`config.mk`:
```
export PLATFORM = sky130hd
export DESIGN_NAME = dual_match_timer
export DESIGN_NICKNAME = d
export VERILOG_FILES = /design/src/rtl/dmt_pkg.sv /design/src/rtl/dmt_subtimer.sv /design/src/rtl/dmt_irq_ctrl.sv /design/src/rtl/dual_match_timer.sv
export SDC_FILE = /design/constraint.sdc
export NUM_CORES = 1
export LEC_CHECK = 0
export BUFFER_PORTS_ARGS = -buffer_cell sky130_fd_sc_hd__buf_2
export CAP_MARGIN = 0
export CELL_PAD_IN_SITES_DETAIL_PLACEMENT = 1
export CELL_PAD_IN_SITES_GLOBAL_PLACEMENT = 1
export CORE_MARGIN = 2
export CORE_UTILIZATION = 48
export DETAILED_ROUTE_END_ITERATION = 8
export MAX_ROUTING_LAYER = met4
export PLACE_DENSITY = 0.89
export REMOVE_ABC_BUFFERS = 1
export SLEW_MARGIN = 10
export SYNTH_ARGS = -nofsm -noshare
export SYNTH_HDL_FRONTEND = slang
export SYNTH_SLANG_ARGS = --single-unit
export TNS_END_PERCENT = 30
```
`constraint.sdc`:
```
create_clock -name clk -period 4.4 [get_ports clk]
set_clock_uncertainty 0.15 [all_clocks]
set_input_delay 0.88 -clock clk [delete_from_list [all_inputs] [get_ports clk]]
set_output_delay 0.88 -clock clk [all_outputs]
set_load 0.01 [all_outputs]
```
`src/rtl/dmt_pkg.sv`:
```
`timescale 1ns/100ps
// Shared constants for the dual match timer: control word layout,
// terminal modes and register window offsets.
package dmt_pkg;
    localparam int NUM_SUB    = 2;   // subtimers in the window
    localparam int NUM_MATCH  = 6;   // shared compare values
    localparam int MODE_W     = 3;   // terminal mode field width
    localparam int CTL_W      = 5;   // control word width
    localparam int CTL_HALT   = 4;   // 1 = halted
    localparam int CTL_UP     = 3;   // 1 = count up
    localparam logic [MODE_W-1:0] MODE_ZERO    = 3'd0;
    localparam logic [MODE_W-1:0] MODE_FOREVER = 3'd7;
    localparam logic [CTL_W-1:0]  CTL_RESET    = 5'h10;
    // timer window byte offsets
    localparam int OFF_VAL    = 0;
    localparam int OFF_DIV    = 4;
    localparam int OFF_CTL    = 8;
    localparam int SUB_STRIDE = 12;
    localparam int MATCH_BASE = 24;
    // interrupt window byte offsets
    localparam int IRQ_PEND   = 0;
    localparam int IRQ_MASK   = 4;
endpackage

```
`src/rtl/dmt_subtimer.sv`:
```
`timescale 1ns/100ps
// One subtimer: count value, prescaler and control word.
// Assumes the bus write strobes are already decoded for this subtimer.
// hit_o pulses on the step that meets the selected end condition.
// The halt bit is set on that same edge.
module dmt_subtimer
    import dmt_pkg::*;
#(
    parameter int CNT_W = 16
) (
    input  logic                            clk,
    input  logic                            rst_n,
    input  logic                            wr_val_i,
    input  logic                            wr_div_i,
    input  logic                            wr_ctl_i,
    input  logic [CNT_W-1:0]                wdata_i,
    input  logic [NUM_MATCH-1:0][CNT_W-1:0] match_i,
    output logic [CNT_W-1:0]                cnt_o,
    output logic [CNT_W-1:0]                div_o,
    output logic [CTL_W-1:0]                ctl_o,
    output logic                            hit_o
);
    logic [CNT_W-1:0]  pre_q;
    logic [CNT_W-1:0]  next_cnt;
    logic [CNT_W-1:0]  target;
    logic              term_en;
    logic              running;
    logic              tick;
    logic [MODE_W-1:0] mode;

    assign running  = !ctl_o[CTL_HALT];
    assign mode     = ctl_o[MODE_W-1:0];
    assign tick     = running && (pre_q == div_o);
    assign next_cnt = ctl_o[CTL_UP] ? cnt_o + 1'b1 : cnt_o - 1'b1;
    assign hit_o    = tick && term_en && (next_cnt == target);

    // Select the end-condition compare value from the mode field.
    always_comb begin
        target  = '0;
        term_en = (mode == MODE_ZERO);
        for (int i = 0; i < NUM_MATCH; i++) begin
            if (mode == MODE_W'(i + 1)) begin
                target  = match_i[i];
                term_en = 1'b1;
            end
        end
    end

    // Prescaler: restart on any count/control write, or while halted.
    always_ff @(posedge clk) begin
        if (!rst_n)                                    pre_q <= '0;
        else if (wr_val_i || wr_ctl_i || !running || tick) pre_q <= '0;
        else                                           pre_q <= pre_q + 1'b1;
    end

    // Count value: a bus write has priority over a step.
    always_ff @(posedge clk) begin
        if (!rst_n)        cnt_o <= '0;
        else if (wr_val_i) cnt_o <= wdata_i;
        else if (tick)     cnt_o <= next_cnt;
    end

    // Divider register.
    always_ff @(posedge clk) begin
        if (!rst_n)        div_o <= '0;
        else if (wr_div_i) div_o <= wdata_i;
    end

    // Control word: a bus write wins; otherwise the terminal step halts.
    always_ff @(posedge clk) begin
        if (!rst_n)        ctl_o <= CTL_RESET;
        else if (wr_ctl_i) ctl_o <= wdata_i[CTL_W-1:0];
        else if (hit_o)    ctl_o[CTL_HALT] <= 1'b1;
    end
endmodule

```
`src/rtl/dmt_irq_ctrl.sv`:
```
`timescale 1ns/100ps
// Interrupt window: pending bits with write-one-to-clear and an enable mask.
// Assumes set_i is a one-cycle pulse vector. A set beats a clear of the
// same bit on the same edge.
module dmt_irq_ctrl
    import dmt_pkg::*;
#(
    parameter int AW = 4
) (
    input  logic                 clk,
    input  logic                 rst_n,
    input  logic                 we_i,
    input  logic [AW-1:0]        addr_i,
    input  logic [NUM_MATCH-1:0] wdata_i,
    input  logic [NUM_MATCH-1:0] set_i,
    output logic [NUM_MATCH-1:0] rdata_o,
    output logic [NUM_MATCH-1:0] pend_o,
    output logic [NUM_MATCH-1:0] mask_o,
    output logic                 irq_o
);
    logic [NUM_MATCH-1:0] clr;

    assign clr   = (we_i && int'(addr_i) == IRQ_PEND) ? wdata_i : '0;
    assign irq_o = |(pend_o & mask_o);

    // Pending bits: clear the written ones, then merge new sets.
    always_ff @(posedge clk) begin
        if (!rst_n) pend_o <= '0;
        else        pend_o <= (pend_o & ~clr) | set_i;
    end

    // Enable mask register.
    always_ff @(posedge clk) begin
        if (!rst_n)                                 mask_o <= '0;
        else if (we_i && int'(addr_i) == IRQ_MASK)  mask_o <= wdata_i;
    end

    // Read mux; unused offsets read zero.
    always_comb begin
        rdata_o = '0;
        if (int'(addr_i) == IRQ_PEND) rdata_o = pend_o;
        if (int'(addr_i) == IRQ_MASK) rdata_o = mask_o;
    end
endmodule

```
`src/rtl/dual_match_timer.sv`:
```
`timescale 1ns/100ps
// Dual match timer top: decodes the timer window and holds the shared
// compare values. Subtimer A drives the pending bits; subtimer B does not.
// Assumes single-cycle bus writes and combinational reads.
module dual_match_timer
    import dmt_pkg::*;
#(
    parameter int CNT_W   = 16,
    parameter int TMR_AW  = 6,
    parameter int IRQ_AW  = 4
) (
    input  logic                 clk,
    input  logic                 rst_n,
    input  logic                 tmr_we,
    input  logic [TMR_AW-1:0]    tmr_addr,
    input  logic [CNT_W-1:0]     tmr_wdata,
    output logic [CNT_W-1:0]     tmr_rdata,
    input  logic                 irq_we,
    input  logic [IRQ_AW-1:0]    irq_addr,
    input  logic [NUM_MATCH-1:0] irq_wdata,
    output logic [NUM_MATCH-1:0] irq_rdata,
    output logic                 irq
);
    logic [NUM_MATCH-1:0][CNT_W-1:0] match_q;
    logic [CNT_W-1:0]                cnt_v [NUM_SUB];
    logic [CNT_W-1:0]                div_v [NUM_SUB];
    logic [CTL_W-1:0]                ctl_v [NUM_SUB];
    logic [NUM_SUB-1:0]              hit_v;
    logic [NUM_MATCH-1:0]            pend_set;
    logic [NUM_MATCH-1:0]            pend_q;
    logic [NUM_MATCH-1:0]            mask_q;

    for (genvar s = 0; s < NUM_SUB; s++) begin : g_sub
        localparam int BASE = s * SUB_STRIDE;
        dmt_subtimer #(.CNT_W(CNT_W)) u_sub (
            .clk      (clk),
            .rst_n    (rst_n),
            .wr_val_i (tmr_we && int'(tmr_addr) == BASE + OFF_VAL),
            .wr_div_i (tmr_we && int'(tmr_addr) == BASE + OFF_DIV),
            .wr_ctl_i (tmr_we && int'(tmr_addr) == BASE + OFF_CTL),
            .wdata_i  (tmr_wdata),
            .match_i  (match_q),
            .cnt_o    (cnt_v[s]),
            .div_o    (div_v[s]),
            .ctl_o    (ctl_v[s]),
            .hit_o    (hit_v[s])
        );
    end

    for (genvar m = 0; m < NUM_MATCH; m++) begin : g_match
        // Compare value register m.
        always_ff @(posedge clk) begin
            if (!rst_n) match_q[m] <= '0;
            else if (tmr_we && int'(tmr_addr) == MATCH_BASE + 4 * m)
                match_q[m] <= tmr_wdata;
        end
        // Subtimer A stopping in mode m+1 raises pending bit m.
        assign pend_set[m] = hit_v[0] && (ctl_v[0][MODE_W-1:0] == MODE_W'(m + 1));
    end

    // Timer window read mux; unused offsets read zero.
    always_comb begin
        tmr_rdata = '0;
        for (int s = 0; s < NUM_SUB; s++) begin
            if (int'(tmr_addr) == s * SUB_STRIDE + OFF_VAL) tmr_rdata = cnt_v[s];
            if (int'(tmr_addr) == s * SUB_STRIDE + OFF_DIV) tmr_rdata = div_v[s];
            if (int'(tmr_addr) == s * SUB_STRIDE + OFF_CTL) tmr_rdata = CNT_W'(ctl_v[s]);
        end
        for (int m = 0; m < NUM_MATCH; m++) begin
            if (int'(tmr_addr) == MATCH_BASE + 4 * m) tmr_rdata = match_q[m];
        end
    end

    dmt_irq_ctrl #(.AW(IRQ_AW)) u_irq (
        .clk     (clk),
        .rst_n   (rst_n),
        .we_i    (irq_we),
        .addr_i  (irq_addr),
        .wdata_i (irq_wdata),
        .set_i   (pend_set),
        .rdata_o (irq_rdata),
        .pend_o  (pend_q),
        .mask_o  (mask_q),
        .irq_o   (irq)
    );
endmodule

```
## Word-level counts from Yosys, hierarchy flattened

Index checks and enable logic that the tools add are counted.

- Register bits after elaboration: 214
- Bits of input ports: 36
- Output and inout bits: 23

- Equal/unequal tests: 28
- Add/sub/neg operators: 6
- Reduce and logical (&&, ||, !) cells: 45
- Bitwise gates (word level): 5
- Mux-type cells: 49

Operators with widths:

| kind | count |
|---|---|
| $mux 16 | 30 |
| $add 16x1->16 const B | 4 |
| $eq 16x16->1 | 4 |
| $eq 6x6->1 const B | 8 |
| $sub 16x1->16 const B | 2 |
| $logic_and 1x1->1 | 26 |
| $eq 3x3->1 const B | 6 |
| $mux 6 | 3 |
| $mux 1 | 16 |
| $and 6x6->6 | 2 |
| $eq 3x2->1 const B | 4 |
| $eq 6x5->1 const B | 2 |
| $reduce_bool 2->1 | 4 |
| $eq 3x1->1 const B | 2 |
| $eq 6x4->1 const B | 1 |
| $logic_not 3->1 | 2 |
| $logic_not 6->1 | 1 |
| $logic_or 1x1->1 | 6 |
| $not 6->6 | 1 |
| $or 6x6->6 | 1 |
| $reduce_or 6->1 | 1 |
| $eq 4x4->1 const B | 1 |
| $logic_not 4->1 | 1 |
| $reduce_or 2->1 | 2 |
| other kinds (2) | 3 |

## Longest topological paths before layout

Gate-level depths: netlist of run 1.

- Depth after elaboration: 13
- Gate-level depth with buffers: 11
- Depth with buffers taken out: 10

## Modules after synthesis

From an unflattened synthesis of run 1, not the netlist that was laid out.

- Cells, all modules: 1822
- Area total of the unflattened synthesis: 15124.5 µm²

Modules (own cells, without submodules):

| module | area an instance (µm²) | sequential area each (µm²) | times used | cells an instance |
|---|---|---|---|---|
| dmt_subtimer | 4388.0 | 1061.0 | 2 | 513 |
| dual_match_timer | 5723.0 | 1921.8 | 1 | 724 |
| dmt_irq_ctrl | 625.6 | 240.2 | 1 | 72 |

## Worst setup path before layout of run 1

OpenSTA, ideal clock, no wires.

- Path type: input port to output port
- Start point: input tmr_addr[1]
- End point: output tmr_rdata[15]
- Arrival: 2.826 ns
- Stages: 9
- Setup slack: 0.544 ns
- Buffers on the path: 1
- Path through: or4b_1 clkbuf_1 nor3_1 a22o_1 nor3_1 o21ai_0 nor2_1 a21oi_1 o221a_2

- Cells in the longest elaborated chain, start to end: 13

RTL lines:

| what | line | text |
|---|---|---|
| start, declared | dual_match_timer.sv:15 | `input logic [TMR_AW-1:0] tmr_addr,` |
| $logic_not 6->1 | dual_match_timer.sv:65 | `if (int'(tmr_addr) == s * SUB_STRIDE + OFF_VAL) tmr_rdata = cnt_v[s];` |
| $mux 16 | dual_match_timer.sv:65 |  |
| $mux 16 | dual_match_timer.sv:66 | `if (int'(tmr_addr) == s * SUB_STRIDE + OFF_DIV) tmr_rdata = div_v[s];` |
| $mux 16 | dual_match_timer.sv:67 | `if (int'(tmr_addr) == s * SUB_STRIDE + OFF_CTL) tmr_rdata = CNT_W'(ctl_v[s]);` |
| $mux 16 | dual_match_timer.sv:65 |  |
| $mux 16 | dual_match_timer.sv:66 |  |
| $mux 16 | dual_match_timer.sv:67 |  |
| $mux 16 (5 in a row) | dual_match_timer.sv:70 | `if (int'(tmr_addr) == MATCH_BASE + 4 * m) tmr_rdata = match_q[m];` |
| $mux 16 * | dual_match_timer.sv:70 |  |
| end, declared | dual_match_timer.sv:17 | `output logic [CNT_W-1:0] tmr_rdata,` |

Mark *: on every way between the ends. The rest lies on a longest branch, timed or not.

## Worst setup path after layout of run 1

Same ends and word-level chain as after synthesis.

==> flow_metrics.py, run 1 <==
metrics = {
    "clocking": {
        "clockBufferDepth": 3,
        "post-cts-setup-buffers": 0,
        "clockRootBuffer": "clkbuf_16",
        "cts_sinks": 214,
        "insertion_delay_ps": 550,
        "clkTransAtPathRegs_ps": 60,
        "cts_hold_buf": 0,
        "htreeDepth": 1,
        "cts_tree": "built",
        "ctsResizeCount": 0,
        "numCtsBuffers": 26,
    },
    "worst_setup_path": {
        "crit_type": "input pin to output port",
        "endpoint_kind": "output port",
        "startpoint": "tmr_addr[1]",
        "cp.required_ps": 3370,
        "worstPathMaxFanout": 4,
        "r2r_setup_slack_ps": 430,
        "timing.rr.start": "g_sub[0].u_sub.ctl_o[3]",
        "arrival_ps": 3170,
        "critPathLaunchType": "input pin",
    },
    "sta": {
        "finalMaxSlewViolations": 0,
        "rsz0062_at_grt": "no",
        "worst_pin_slew_ps": 991,
        "finalSetupViolCount": 0,
        "hold_violations": 0,
        "slew_headroom": 0.339,
        "fmax_ghz": 0.238,
        "fin_crit_ps": 4200,
        "fin_crit_sh": 0.955,
        "fin_tns_setup_ps": 0,
    },
    "yosys": {
        "yosysTopAreaCellShare": 0.304,
        "netlist_instances": 1749,
        "synthTopCellsByCount": "362 x nand2_1, 214 x dfxtp_1, 134 x a21boi_0, 118 x clkbuf_1, 95 x nor2_1",
        "synth_mux_area_frac": 0.102,
        "ys_ff_latch": 214,
        "synth_area_mm2": 0.0141,
        "synth-xor-area-share": 0.0697,
        "synthArstFlopShare": 0,
        "synth_edf_count": 0,
        "synthSimpleGateAreaFrac": 0.207,
        "yosys_most_used_dff": "dfxtp_1",
        "yosys_warnings": 0,
        "synth_largest_area_cell": "dfxtp_1",
        "synthTopCellsByArea": "dfxtp_1 30%, nand2_1 9.6%, a21boi_0 7.1%",
        "synth-compound-area-share": 0.243,
        "synth_seq_area_share": 0.304,
        "synthAdderAreaFrac": 0.0295,
        "syn_avg_cell_area_um2": 8.06,
        "yosysUniqueCellTypes": 84,
        "synth_top_family_by_area": "compound AO/OA/AOI/OAI gates",
        "synth.most_common_cell": "nand2_1",
    },
    "floorplan": {
        "io_pins": 59,
        "dieArea_mm2": 0.0308,
        "start_util": 0.490,
        "fp-row-count": 62,
        "core-area_mm2": 0.0288,
        "die_h_um": 175,
        "die_x_um": 175,
    },
    "routing": {
        "drc": 0,
        "wl_per_cell_um": 25.2,
        "firstDrtPassIters": 5,
        "vias": 14200,
        "dr.first_iter.drc_count": 1666,
        "ant_nets": 0,
        "wl_mm": 54.1,
        "vias_per_cell": 6.59,
    },
    "global_routing": {
        "grt_pass1_vias": 14400,
        "grt_max_degree": 96,
        "grt_pass1_wl_mm": 83.3,
        "grt_util_all_layers": 0.356,
        "overflow": 0,
        "antenna_found_initial": 0,
    },
    "cells_and_area": {
        "fin_cells": 2151,
        "area_delta_synth_final_pct": 11.1,
        "drive_gt1_frac": 0.121,
        "final_nets": 1818,
        "seqCellArea_mm2": 0.00429,
        "multi_input_area_mm2": 0.00920,
        "fillCellCount": 3457,
        "antenna_cells": 0,
    },
    "run": {
        "max-cap-violations": 0,
    },
    "placement": {
        "placed_cells": 2106,
        "gp_congestion": 0.999,
        "io_buffer_count": 58,
        "place_hpwl_mm": 39.3,
    },
    "outcome": {
        "status": "complete, no violations",
    },
    "hold_path": {
        "worst_hold_path_type": "register to register",
        "hold_start": "match_q[89]",
    },
    "power_and_ir_drop": {
        "cellPowerDensity_mw_per_mm2": 296,
        "p_leak_nw": 6.11,
        "vdd.ir_drop.worst_mv": 0.273,
    },
}
kinds of logic (layout without fill, tap and decap cells):
| kind of cell | count (synthesis) | count (layout) |
|---|---|---|
| AO/OA/AOI/OAI | 459 | 459 |
| XOR/XNOR | 109 | 109 |
| adder cells (fa/ha/maj) | 32 | 32 |
| buffers and inverters | 164 | 182 |
| flip-flops | 214 | 214 |
| multiplexers | 118 | 118 |
| AND/OR/NAND/NOR | 653 | 653 |
stage by stage:
| step | utilization | worst slack [ps] | instance area (um2) | hold WS, ps | power (mW) |
|---|---|---|---|---|---|
| CTS | 0.544 | 263 | 15700 | 352 | 4.63 |
| detailed placement | 0.513 | 309 | 14800 | 341 | 2.38 |
| floorplan | - | 124 | 13600 | 302 | 2.20 |
| global placement | 0.513 | 376 | 14800 | 327 | 2.36 |
| finish | 0.544 | 200 | 15700 | 353 | 4.63 |
| global route | 0.544 | 145 | 15700 | 377 | 4.76 |
worst paths after layout:
kind                      to  cells past startpoint
min              match_q[89]                      2
max reg2reg  u_irq.pend_o[0]                     11
min reg2reg      match_q[89]                      2
max            tmr_rdata[15]                     11
power by group:
group | switching, mW | total, mW | internal (mW)
Clock | 0.882 | 2.29 | 1.40
Sequential | 0.0155 | 1.96 | 1.95
Combinational | 0.239 | 0.385 | 0.145
Total | 1.14 | 4.63 | 3.50
worst max-delay path: stages:
cell and delay [ps]:
buf_2 120, or4_1 690, nor3_1 380, a22o_1 200
nor3_1 50, o21ai_0 170, buf_4 160, nor2_1 40
a21oi_1 140, o221a_2 220, buf_2 130
cell usage in the layout, fill, tap and decap left out, types with 6 or more instances in the layout:
cell,synthesis,routed
nand2_1,362,362
dfxtp_1,214,213
a21boi_0,134,134
nor2_1,95,95
mux2i_1,71,71
a21oi_1,61,61
xnor2_1,58,58
buf_2,4,57
buf_4,0,51
xor2_1,49,49
o21ai_0,46,46
nand3_1,42,42
nor2b_1,33,33
ha_1,30,30
inv_1,27,27
clkbuf_16,0,27
a22oi_1,26,26
o211a_1,26,26
a221oi_1,25,25
mux2_2,25,25
nor3_1,23,22
and3_1,19,19
mux4_2,18,18
a211oi_1,15,15
nand4_1,15,15
a21o_1,13,13
and2_1,12,12
nand2b_1,11,11
nor3b_1,9,9
a222oi_1,9,9
o22ai_1,9,9
o211ai_1,9,9
nor4_1,8,8
a221o_1,7,7
a211o_1,7,7
a2bb2oi_1,7,7
clkbuf_8,0,7
o21ai_1,6,6
cell type report:
| class | instances | area share |
|---|---|---|
| Multi-Input combinational cell | 1371 | 0.587 |
| Sequential cell | 214 | 0.274 |
| Clock buffer | 37 | 0.0500 |
| Timing Repair Buffer | 109 | 0.0439 |
| Tap cell | 384 | 0.0307 |
| Clock inverter | 8 | 0.00775 |
| Inverter | 28 | 0.00671 |
state kept, by name, summed over array words and instances (netlist names):
name / cells
g_sub.u_sub.div_o: 32
g_sub.u_sub.pre_q: 32
g_sub.u_sub.ctl_o: 10
g_sub.u_sub.cnt_o: 32
match_q: 96
u_irq.mask_o: 6
u_irq.pend_o: 6
routing by layer:
| metal | track usage | part of all wire | vias up |
|---|---|---|---|
| li1 | - | - | 6264 |
| met1 | 0.445 | 0.40 | 6951 |
| met2 | 0.568 | 0.46 | 761 |
| met3 | 0.0522 | 0.088 | 200 |
| met4 | 0.166 | 0.051 | 0 |
| met5 | - | 0 | - |
Power figures use the tool's default switching activity.
==> run 2: changes to the inputs <==
Clock period 4.4 ns to 3.96 ns, I/O delays scaled along.
==> run 2 against run 1 <==
Effect of this change:
- via count rose by 0.83%
- first-iteration DRC count decreased by 6.5%
- hold slack better by 4.4 ps
- sequential power grew 11%
- worst setup slack lost 110 ps
- power up 6.3%
- count of clock-buffer cells in the layout is 1 higher
- register-to-register slack lost 240 ps
- critical path type unchanged
==> flow_metrics.py, run 2 (synthesis gave the netlist of run 1 again) <==
metrics = {
    "outcome": {
        "status": "complete, no violations",
    },
    "clocking": {
        "clockBufferDepth": 3,
        "ctsResizeCount": 0,
        "cts_hold_buf": 0,
        "clkTransAtPathRegs_ps": 60,
        "cts_sinks": 214,
        "insertion_delay_ps": 540,
        "htreeDepth": 1,
        "numCtsBuffers": 26,
        "post-cts-setup-buffers": 0,
        "cts_tree": "built",
        "clockRootBuffer": "clkbuf_16",
    },
    "sta": {
        "hold_violations": 0,
        "slew_headroom": 0.361,
        "hold_ws_ps": 358,
        "rsz0062_at_grt": "no",
        "fin_crit_ps": 3870,
        "worst_pin_slew_ps": 957,
        "setup_slack_ps": 87.1,
        "fin_crit_sh": 0.978,
        "fmax_ghz": 0.258,
        "finalSetupViolCount": 0,
        "fin_tns_setup_ps": 0,
        "finalMaxSlewViolations": 0,
    },
    "routing": {
        "wl_per_cell_um": 25.0,
        "ant_nets": 0,
        "firstDrtPassIters": 6,
        "drc": 0,
        "dr.first_iter.drc_count": 1557,
        "wl_mm": 54.1,
        "vias": 14300,
        "vias_per_cell": 6.60,
    },
    "worst_setup_path": {
        "path_buf_inv": 3,
        "critPathLaunchType": "input pin",
        "r2r_setup_slack_ps": 190,
        "crit_type": "input pin to output port",
        "cpMaxStageDelayCell": "or4b_1",
        "path_cells": "buf_2 > or4b_1 > nor3_1 > a22o_1 > nor3_1 > o21ai_0 > buf_4 > nor2_1 > a21oi_1 > o221a_2 > buf_2",
        "cp.required_ps": 3020,
        "endpoint_kind": "output port",
        "arrival_ps": 2930,
        "path_delay_family": "simple AND/OR/NAND/NOR gates",
        "worstPathMaxFanout": 4,
        "cpPeakStageDelay_ps": 630,
    },
    "cells_and_area": {
        "drive_gt1_frac": 0.125,
        "layout_commonest_cell": "nand2_1",
        "fin_util": 0.544,
        "most-common-layout-cells": "362 x nand2_1, 213 x dfxtp_1, 134 x a21boi_0, 95 x nor2_1, 71 x mux2i_1",
        "largest_reg_flops": 96,
        "top_register": "match_q",
        "area_delta_synth_final_pct": 11.1,
        "fillCellCount": 3494,
        "final_nets": 1828,
    },
    "global_routing": {
        "antenna_found_initial": 2,
        "grt_pass1_vias": 14200,
        "grt_util_all_layers": 0.355,
        "grt_pass1_wl_mm": 82.9,
        "grt_max_degree": 78,
        "overflow": 0,
    },
    "run": {
        "max-cap-violations": 0,
    },
    "floorplan": {
        "io_pins": 59,
        "start_util": 0.490,
        "fp-row-count": 62,
        "die_x_um": 175,
        "die_h_um": 175,
        "dieArea_mm2": 0.0308,
        "core-area_mm2": 0.0288,
    },
    "placement": {
        "gp_congestion": 0.991,
        "place_ws_ps": 61.3,
        "place_hpwl_mm": 40.0,
        "io_buffer_count": 58,
    },
    "power_and_ir_drop": {
        "p_leak_nw": 6.12,
        "cellPowerDensity_mw_per_mm2": 314,
        "report.power.total_mw": 4.93,
        "vdd.ir_drop.worst_mv": 0.287,
    },
    "hold_path": {
        "worst_hold_path_type": "register to register",
    },
}
run 2: cell types whose count changed in the layout (fill, tap and decap cells not counted), sizes merged:
cell	change
buf	+10
bufinv	-2
clkbuf	+1
clkinv	+4
clkinvlp	-1
diode	+2
inv	-1
run 2: metal layers:
| metal | GRT usage | vias to the layer above | share of wire |
|---|---|---|---|
| met3 | 0.0506 | 183 | 0.081 |
| met4 | 0.171 | 0 | 0.056 |
| met2 | 0.559 | 735 | 0.45 |
| met1 | 0.448 | 7099 | 0.41 |
| met5 | - | - | 0 |
| li1 | - | 6276 | - |
run 2: worst paths after layout:
path,depth (start not counted),from,endpoint
worst max-delay path,11,tmr_addr[1],tmr_rdata[15]
worst max register to register,11,g_sub[0].u_sub.ctl_o[3],u_irq.pend_o[3]
worst min-delay path,2,g_sub[1].u_sub.div_o[2],g_sub[1].u_sub.div_o[2]
worst min register to register,2,g_sub[1].u_sub.div_o[2],g_sub[1].u_sub.div_o[2]
run 2: final cells by class:
cell class	instances	area, um2	area share
repair buffers	119	763	0.0487
diodes	2	5.00	0.000319
inverters	28	105	0.00671
multi-input cells	1371	9220	0.588
flip-flops and latches	214	4290	0.274
clock inverters	8	65.1	0.00415
well taps	384	480	0.0307
clock buffers	38	747	0.0477
run 2: tightest hold or removal path, cell delays in order (launching register included):
cell and delay [ps]:
dfxtp_1 330, nand2_1 60, a21boi_0 70
run 2: stage by stage:
step                      std cells  instance area, um2
final                          2164               15700
after global routing           2164               15700
after CTS                      2162               15600
after detailed placement       2116               14800
after global placement         2116               14800
after floorplan                1613               13600
run 2: power breakdown:
part | internal (mW) | total [mW] | switching (mW)
Combinational | 0.162 | 0.428 | 0.266
Sequential | 2.16 | 2.18 | 0.0165
Clock | 1.36 | 2.32 | 0.955
Total | 3.69 | 4.93 | 1.24
